`src/rtl/tlb_pkg.sv`:
```
package tlb_pkg;

  localparam int VA_W     = 32;
  localparam int PAGE_MIN = 10;
  localparam int TAG_W    = VA_W - PAGE_MIN;
  localparam int PTR_W    = 6;

  typedef enum logic [1:0] {
    ACC_READ  = 2'b00,
    ACC_WRITE = 2'b01,
    ACC_EXEC  = 2'b10,
    ACC_RSVD  = 2'b11
  } acc_e;

  typedef enum logic [1:0] {
    EXC_NONE    = 2'b00,
    EXC_MISS    = 2'b01,
    EXC_PROT    = 2'b10,
    EXC_CLEANWR = 2'b11
  } exc_e;

  typedef struct packed {
    logic             valid;
    logic [TAG_W-1:0] vpn;
    logic [TAG_W-1:0] pfn;
    logic [1:0]       size;
    logic [2:0]       perm;
    logic             dirty;
    logic             wthru;
  } entry_t;

  typedef struct packed {
    logic             loadEntry;
    logic [PTR_W-1:0] loadSlot;
    logic             captureFault;
  } strobe_t;

  // Bits of the page-number field that take part in the compare.
  function automatic logic [TAG_W-1:0] tagMask(input logic [1:0] size);
    logic [TAG_W-1:0] m;
    case (size)
      2'b00:   m = {TAG_W{1'b1}};
      2'b01:   m = {{(TAG_W-2){1'b1}}, 2'b00};
      2'b10:   m = {{(TAG_W-6){1'b1}}, 6'b00_0000};
      default: m = {{(TAG_W-10){1'b1}}, 10'b00_0000_0000};
    endcase
    return m;
  endfunction

  function automatic logic accessOk(input logic [2:0] perm, input logic priv,
                                    input acc_e acc);
    logic modeOk;
    logic rightOk;
    modeOk = priv | perm[2];
    case (acc)
      ACC_WRITE: rightOk = perm[1];
      ACC_EXEC:  rightOk = perm[0];
      default:   rightOk = 1'b1;
    endcase
    return modeOk & rightOk;
  endfunction

endpackage

```
`src/rtl/tlb_slot_match.sv`:
```
module tlb_slot_match
  import tlb_pkg::*;
(
  input  entry_t           ent,
  input  logic [TAG_W-1:0] vaTag,
  output logic             hit,
  output logic [TAG_W-1:0] frame
);

  logic [TAG_W-1:0] cmpMask;

  always_comb begin
    cmpMask = tagMask(ent.size);
    hit     = ent.valid && (((ent.vpn ^ vaTag) & cmpMask) == '0);
    frame   = (ent.pfn & cmpMask) | (vaTag & ~cmpMask);
  end

endmodule

```
`src/rtl/tlb_ctrl.sv`:
```
module tlb_ctrl
  import tlb_pkg::*;
#(
  parameter int ENTRIES = 16
) (
  input  logic             clk,
  input  logic             rst,
  input  logic             ldValid,
  input  logic             ptrWrEn,
  input  logic [PTR_W-1:0] ptrWrData,
  input  logic             lkValid,
  input  logic [1:0]       lkExc,
  output strobe_t          strb,
  output logic [PTR_W-1:0] ptrOut
);

  localparam logic [PTR_W-1:0] LAST_SLOT = PTR_W'(ENTRIES - 1);
  localparam logic [PTR_W-1:0] SLOT_CNT  = PTR_W'(ENTRIES);

  logic [PTR_W-1:0] ptr;
  logic [PTR_W-1:0] ptrStep;

  assign ptrStep = (ptr == LAST_SLOT) ? '0 : ptr + 1'b1;

  always_ff @(posedge clk) begin
    if (rst) begin
      ptr <= '0;
    end else if (ptrWrEn) begin
      ptr <= ptrWrData % SLOT_CNT;
    end else if (ldValid) begin
      ptr <= ptrStep;
    end
  end

  always_comb begin
    strb.loadEntry    = ldValid;
    strb.loadSlot     = ptr;
    strb.captureFault = lkValid && (exc_e'(lkExc) != EXC_NONE);
  end

  assign ptrOut = ptr;

endmodule

```
`src/rtl/tlb_datapath.sv`:
```
module tlb_datapath
  import tlb_pkg::*;
#(
  parameter int ENTRIES = 16
) (
  input  logic             clk,
  input  logic             rst,
  input  strobe_t          strb,
  input  logic [TAG_W-1:0] ldVpn,
  input  logic [TAG_W-1:0] ldPfn,
  input  logic [1:0]       ldSize,
  input  logic [2:0]       ldPerm,
  input  logic             ldDirty,
  input  logic             ldWriteThru,
  input  logic             ldEntValid,
  input  logic             lkValid,
  input  logic [VA_W-1:0]  lkVaddr,
  input  logic [1:0]       lkAccess,
  input  logic             lkPriv,
  output logic             rspHit,
  output logic [VA_W-1:0]  rspPaddr,
  output logic [1:0]       rspExc,
  output logic             rspWriteThru,
  output logic [VA_W-1:0]  faultAddr
);

  entry_t           entTab    [ENTRIES];
  entry_t           newEnt;
  logic [ENTRIES-1:0] slotHit;
  logic [TAG_W-1:0] slotFrame [ENTRIES];
  logic [TAG_W-1:0] vaTag;

  logic             anyHit;
  entry_t           selEnt;
  logic [TAG_W-1:0] selFrame;

  assign vaTag = lkVaddr[VA_W-1:PAGE_MIN];

  always_comb begin
    newEnt.valid = ldEntValid;
    newEnt.vpn   = ldVpn;
    newEnt.pfn   = ldPfn;
    newEnt.size  = ldSize;
    newEnt.perm  = ldPerm;
    newEnt.dirty = ldDirty;
    newEnt.wthru = ldWriteThru;
  end

  // Entry storage: only the valid bits are cleared by reset.
  always_ff @(posedge clk) begin
    if (rst) begin
      for (int i = 0; i < ENTRIES; i++) entTab[i].valid <= 1'b0;
    end else if (strb.loadEntry) begin
      for (int i = 0; i < ENTRIES; i++) begin
        if (strb.loadSlot == PTR_W'(i)) entTab[i] <= newEnt;
      end
    end
  end

  for (genvar g = 0; g < ENTRIES; g++) begin : g_slot
    tlb_slot_match u_match (
      .ent   (entTab[g]),
      .vaTag (vaTag),
      .hit   (slotHit[g]),
      .frame (slotFrame[g])
    );
  end

  // Lowest-numbered matching slot wins: scan downward, last writer is slot 0 side.
  always_comb begin
    anyHit   = 1'b0;
    selEnt   = '0;
    selFrame = '0;
    for (int i = ENTRIES - 1; i >= 0; i--) begin
      if (slotHit[i]) begin
        anyHit   = 1'b1;
        selEnt   = entTab[i];
        selFrame = slotFrame[i];
      end
    end
  end

  always_comb begin
    rspHit       = 1'b0;
    rspPaddr     = '0;
    rspExc       = EXC_NONE;
    rspWriteThru = 1'b0;
    if (lkValid) begin
      if (!anyHit) begin
        rspExc = EXC_MISS;
      end else begin
        rspHit       = 1'b1;
        rspPaddr     = {selFrame, lkVaddr[PAGE_MIN-1:0]};
        rspWriteThru = selEnt.wthru;
        if (!accessOk(selEnt.perm, lkPriv, acc_e'(lkAccess))) begin
          rspExc = EXC_PROT;
        end else if ((acc_e'(lkAccess) == ACC_WRITE) && !selEnt.dirty) begin
          rspExc = EXC_CLEANWR;
        end
      end
    end
  end

  always_ff @(posedge clk) begin
    if (rst) begin
      faultAddr <= '0;
    end else if (strb.captureFault) begin
      faultAddr <= lkVaddr;
    end
  end

endmodule

```
`src/rtl/tlb_xlate.sv`:
```
module tlb_xlate
  import tlb_pkg::*;
#(
  parameter int ENTRIES = 16
) (
  input  logic        clk,
  input  logic        rst,
  input  logic        lkValid,
  input  logic [31:0] lkVaddr,
  input  logic [1:0]  lkAccess,
  input  logic        lkPriv,
  output logic        rspHit,
  output logic [31:0] rspPaddr,
  output logic [1:0]  rspExc,
  output logic        rspWriteThru,
  input  logic        ldValid,
  input  logic [21:0] ldVpn,
  input  logic [21:0] ldPfn,
  input  logic [1:0]  ldSize,
  input  logic [2:0]  ldPerm,
  input  logic        ldDirty,
  input  logic        ldWriteThru,
  input  logic        ldEntValid,
  input  logic        ptrWrEn,
  input  logic [5:0]  ptrWrData,
  output logic [5:0]  ptrOut,
  output logic [31:0] faultAddr
);

  strobe_t strb;

  tlb_ctrl #(.ENTRIES(ENTRIES)) u_ctrl (
    .clk       (clk),
    .rst       (rst),
    .ldValid   (ldValid),
    .ptrWrEn   (ptrWrEn),
    .ptrWrData (ptrWrData),
    .lkValid   (lkValid),
    .lkExc     (rspExc),
    .strb      (strb),
    .ptrOut    (ptrOut)
  );

  tlb_datapath #(.ENTRIES(ENTRIES)) u_dp (
    .clk          (clk),
    .rst          (rst),
    .strb         (strb),
    .ldVpn        (ldVpn),
    .ldPfn        (ldPfn),
    .ldSize       (ldSize),
    .ldPerm       (ldPerm),
    .ldDirty      (ldDirty),
    .ldWriteThru  (ldWriteThru),
    .ldEntValid   (ldEntValid),
    .lkValid      (lkValid),
    .lkVaddr      (lkVaddr),
    .lkAccess     (lkAccess),
    .lkPriv       (lkPriv),
    .rspHit       (rspHit),
    .rspPaddr     (rspPaddr),
    .rspExc       (rspExc),
    .rspWriteThru (rspWriteThru),
    .faultAddr    (faultAddr)
  );

endmodule

```
`config.mk`:
```
export PLATFORM = sky130hd
export DESIGN_NAME = tlb_xlate
export DESIGN_NICKNAME = d
export VERILOG_FILES = /design/src/rtl/tlb_pkg.sv /design/src/rtl/tlb_slot_match.sv /design/src/rtl/tlb_ctrl.sv /design/src/rtl/tlb_datapath.sv /design/src/rtl/tlb_xlate.sv
export SDC_FILE = /design/constraint.sdc
export NUM_CORES = 1
export LEC_CHECK = 0
export BUFFER_PORTS_ARGS = -buffer_cell sky130_fd_sc_hd__buf_4
export CORE_MARGIN = 2
export CORE_UTILIZATION = 55
export DETAILED_ROUTE_END_ITERATION = 12
export PLACE_DENSITY = 0.79
export REMOVE_ABC_BUFFERS = 1
export SLEW_MARGIN = 25
export SYNTH_ARGS = -nofsm -noshare
export SYNTH_HDL_FRONTEND = slang
export SYNTH_SLANG_ARGS = --single-unit
```
`constraint.sdc`:
```
create_clock -name clk -period 6.55 [get_ports clk]
set_clock_uncertainty 0.2 [all_clocks]
set_input_delay 0.655 -clock clk [delete_from_list [all_inputs] [get_ports clk]]
set_output_delay 0.655 -clock clk [all_outputs]
set_load 0.01 [all_outputs]
```
==> metrics.cfg <==
[run_status]
status = complete, no violations

[hold_path]
hold_class = in -> reg

[synthesis]
ys_ff_latch = 870
synth_top_area_share_pct = 65.44
yosysTopAreaCell = edfxtp_1
ys_seq_area_share_pct = 67.43
synth_ff_type = edfxtp_1
synth_edf_count = 832
synthArstFlopShare_pct = 0
syn_avg_cell_area_sq_um = 13.97
yosys-top-cells-area = edfxtp_1 65%, xnor2_1 7.0%, mux2i_1 3.1%
yosys_warnings = 0
synth_cell_types = 84
synthCells = 2733
synth.cell_area_sq_mm = 0.03818

[sta]
period_needed_ns = 6.256
slew_viol_final = 0
setup_viol = 0
rsz0062_at_grt = false
slew_headroom_pct = 26.00
worst_slack_ns = 0.2935
period_share_pct = 95.52
timing.final.hold_violations = 0
timing.hold.ws_ns = 0.04578
fmax_mhz = 159.8
tightest_slew_ns = 1.100

[critical_path]
cp_max_fo = 21
cpLargestDelayFamily = simple AND/OR/NAND/NOR gates
crit_type = reg -> out
critPathSlowestCell = nor4_1
critPathCaptureType = output pin
cp-start-kind = register
path_buf_inv = 3
cp_cell_sequence = nand2_1 > o41ai_1 > nand4_1 > buf_4 > nand2_1 > or4_1 > nor4_1 > nand2b_1 > inv_1 > nand3_2 > o32ai_1 > buf_4
cp.required_ns = 5.69
critPathArrivalTime_ns = 5.40
crit_path_max_incr_delay_ns = 0.86

[power]
power_w = 0.01167
p_leak_nw = 14.42
ir_worst_vdd_mv = 0.2345
powerDensity_mw_per_mm2 = 269.7

[routing]
via_count = 25250
ant_nets = 0
wl_um = 106700
routed_via_density = 6.498
dr.first_iter.drc_count = 3636
routedWlPerCell_um = 27.46
first_pass_iters = 6
drcViolationCount = 0

[layout]
final_cell_mix = 832 x edfxtp_1, 303 x xnor2_1, 249 x buf_4, 163 x nand2_1, 159 x a21oi_1
final_common_cell = edfxtp_1
drive_gt1_share_pct = 15.95
area_growth_pct = 13.37
n_fill_cell = 4907
utilization_pct = 63.00
nets = 2989

[floorplanning]
die_w_um = 267.5
io_pins = 172
die_h_um = 267.5
dieArea_sq_mm = 0.07154
core_sq_mm = 0.06871
start_util_pct = 55.57
rows = 96

[job]
maxCapViolCount = 0

[cts]
cts_resized = 0
cts_hold_buffers = 0
htreeDepth = 3
cts_setup_buffers = 0
cts_buffer_depth = 3
cts-buffers-inserted = 86
clock_sinks = 870
cts-root-buf = clkbuf_16
cts_tree = built
clk_pin_slew_ns = 0.06
worst_skew_pair.late_latency_ns = 0.66

[global_routing]
antenna_found_initial = 7
grt_pass1_wl_um = 155900
grt_max_degree = 72
grt_pass1_vias = 25082
gr-total-overflow = 0
grt_usage_pct = 29.72

[placement]
gp_congestion = 0.9217
hpwl_um = 65860
portBuffers = 169
preCtsSetupSlack_ns = 0.5134

routing by layer:
layer | vias to the layer above | track usage, % | share of wire (%)
met5 | - | 0 | 0.034
met4 | 6 | 11.63 | 3.9
met3 | 295 | 7.328 | 12
met2 | 1820 | 47.90 | 47
met1 | 12423 | 39.05 | 37
li1 | 10706 | - | -
cells by family after synthesis:
| kind of cell | Yosys count | synth area share, % |
|---|---|---|
| compound gates | 511 | 8.734 |
| xor+xnor | 355 | 8.144 |
| fa+ha+maj | 6 | 0.1966 |
| buf+inv | 208 | 2.559 |
| flops | 870 | 67.43 |
| mux | 168 | 4.568 |
| simple gates | 615 | 8.367 |
sequential cells by signal (all words and copies together), names as in the netlist:
register / flops
u_dp.entTab: 832
u_dp.faultAddr: 32
u_ctrl.ptrOut: 6
stage by stage:
step,cell area (sq um),TNS (ns),instances
floorplan,37290,-16.60,2548
global placement,40460,0,3728
global route,43280,0,3886
CTS,43270,0,3884
detailed placement,40460,0,3728
finish,43280,0,3886
tightest hold or removal path, delay by kind of cell:
family          cells  cell delay [ns]
compound gates      1             0.05
buf+inv             1             0.08
simple gates        1             0.07
synth_stat cells, types with 6 or more instances:
master,number
xor2_1,52
buf_4,13
a22oi_1,14
buf_2,47
a31oi_1,15
o22ai_1,8
a221o_1,6
nand3b_1,33
nand2_1,164
buf_6,11
o32ai_1,22
buf_1,16
edfxtp_1,832
o211ai_1,11
mux2i_1,118
o21bai_1,9
nand2b_1,15
o21a_1,21
xnor2_1,303
a221oi_1,15
dfxtp_1,38
nor3_1,21
o21ai_0,115
nand3_1,83
o22a_1,8
a21oi_1,159
and3_1,43
mux2_2,50
clkbuf_1,93
inv_1,23
nor4_1,32
nand4_1,81
o21ai_1,15
a41oi_1,9
and2_1,17
o221ai_1,13
nor2_1,91
a2111oi_0,19
ha_1,6
cell type report:
type                            count  area [sq um]  share of cell area [%]
Antenna cell                        2         5.005                 0.01156
Inverter                           23         86.33                  0.1995
Multi-Input combinational cell   1655         11600                   26.81
Sequential cell                   870         25740                   59.48
Clock buffer                      100          2236                   5.166
Tap cell                          931          1165                   2.691
Timing Repair Buffer              249          1869                   4.319
Clock inverter                     56         573.1                   1.324
power by group:
group	leakage [nW]	switching (W)	total [W]	internal [W]
logic	5.21	0.000371	0.000556	0.000185
clock network	1.38	0.00212	0.00493	0.00282
registers	7.83	0.0000333	0.00618	0.00615
final timing paths:
path	slack (ns)	from	depth (start not counted)	end
hold / removal	0.05	ptrWrData[2]	3	u_ctrl.ptrOut[2]
setup reg to reg	1.56	u_dp.entTab[1][214]	12	u_dp.faultAddr[7]
setup / recovery	0.29	u_dp.entTab[1][58]	12	rspPaddr[23]
hold reg to reg	0.28	u_dp.faultAddr[1]	2	u_dp.faultAddr[1]
Power figures use the tool's default switching activity.
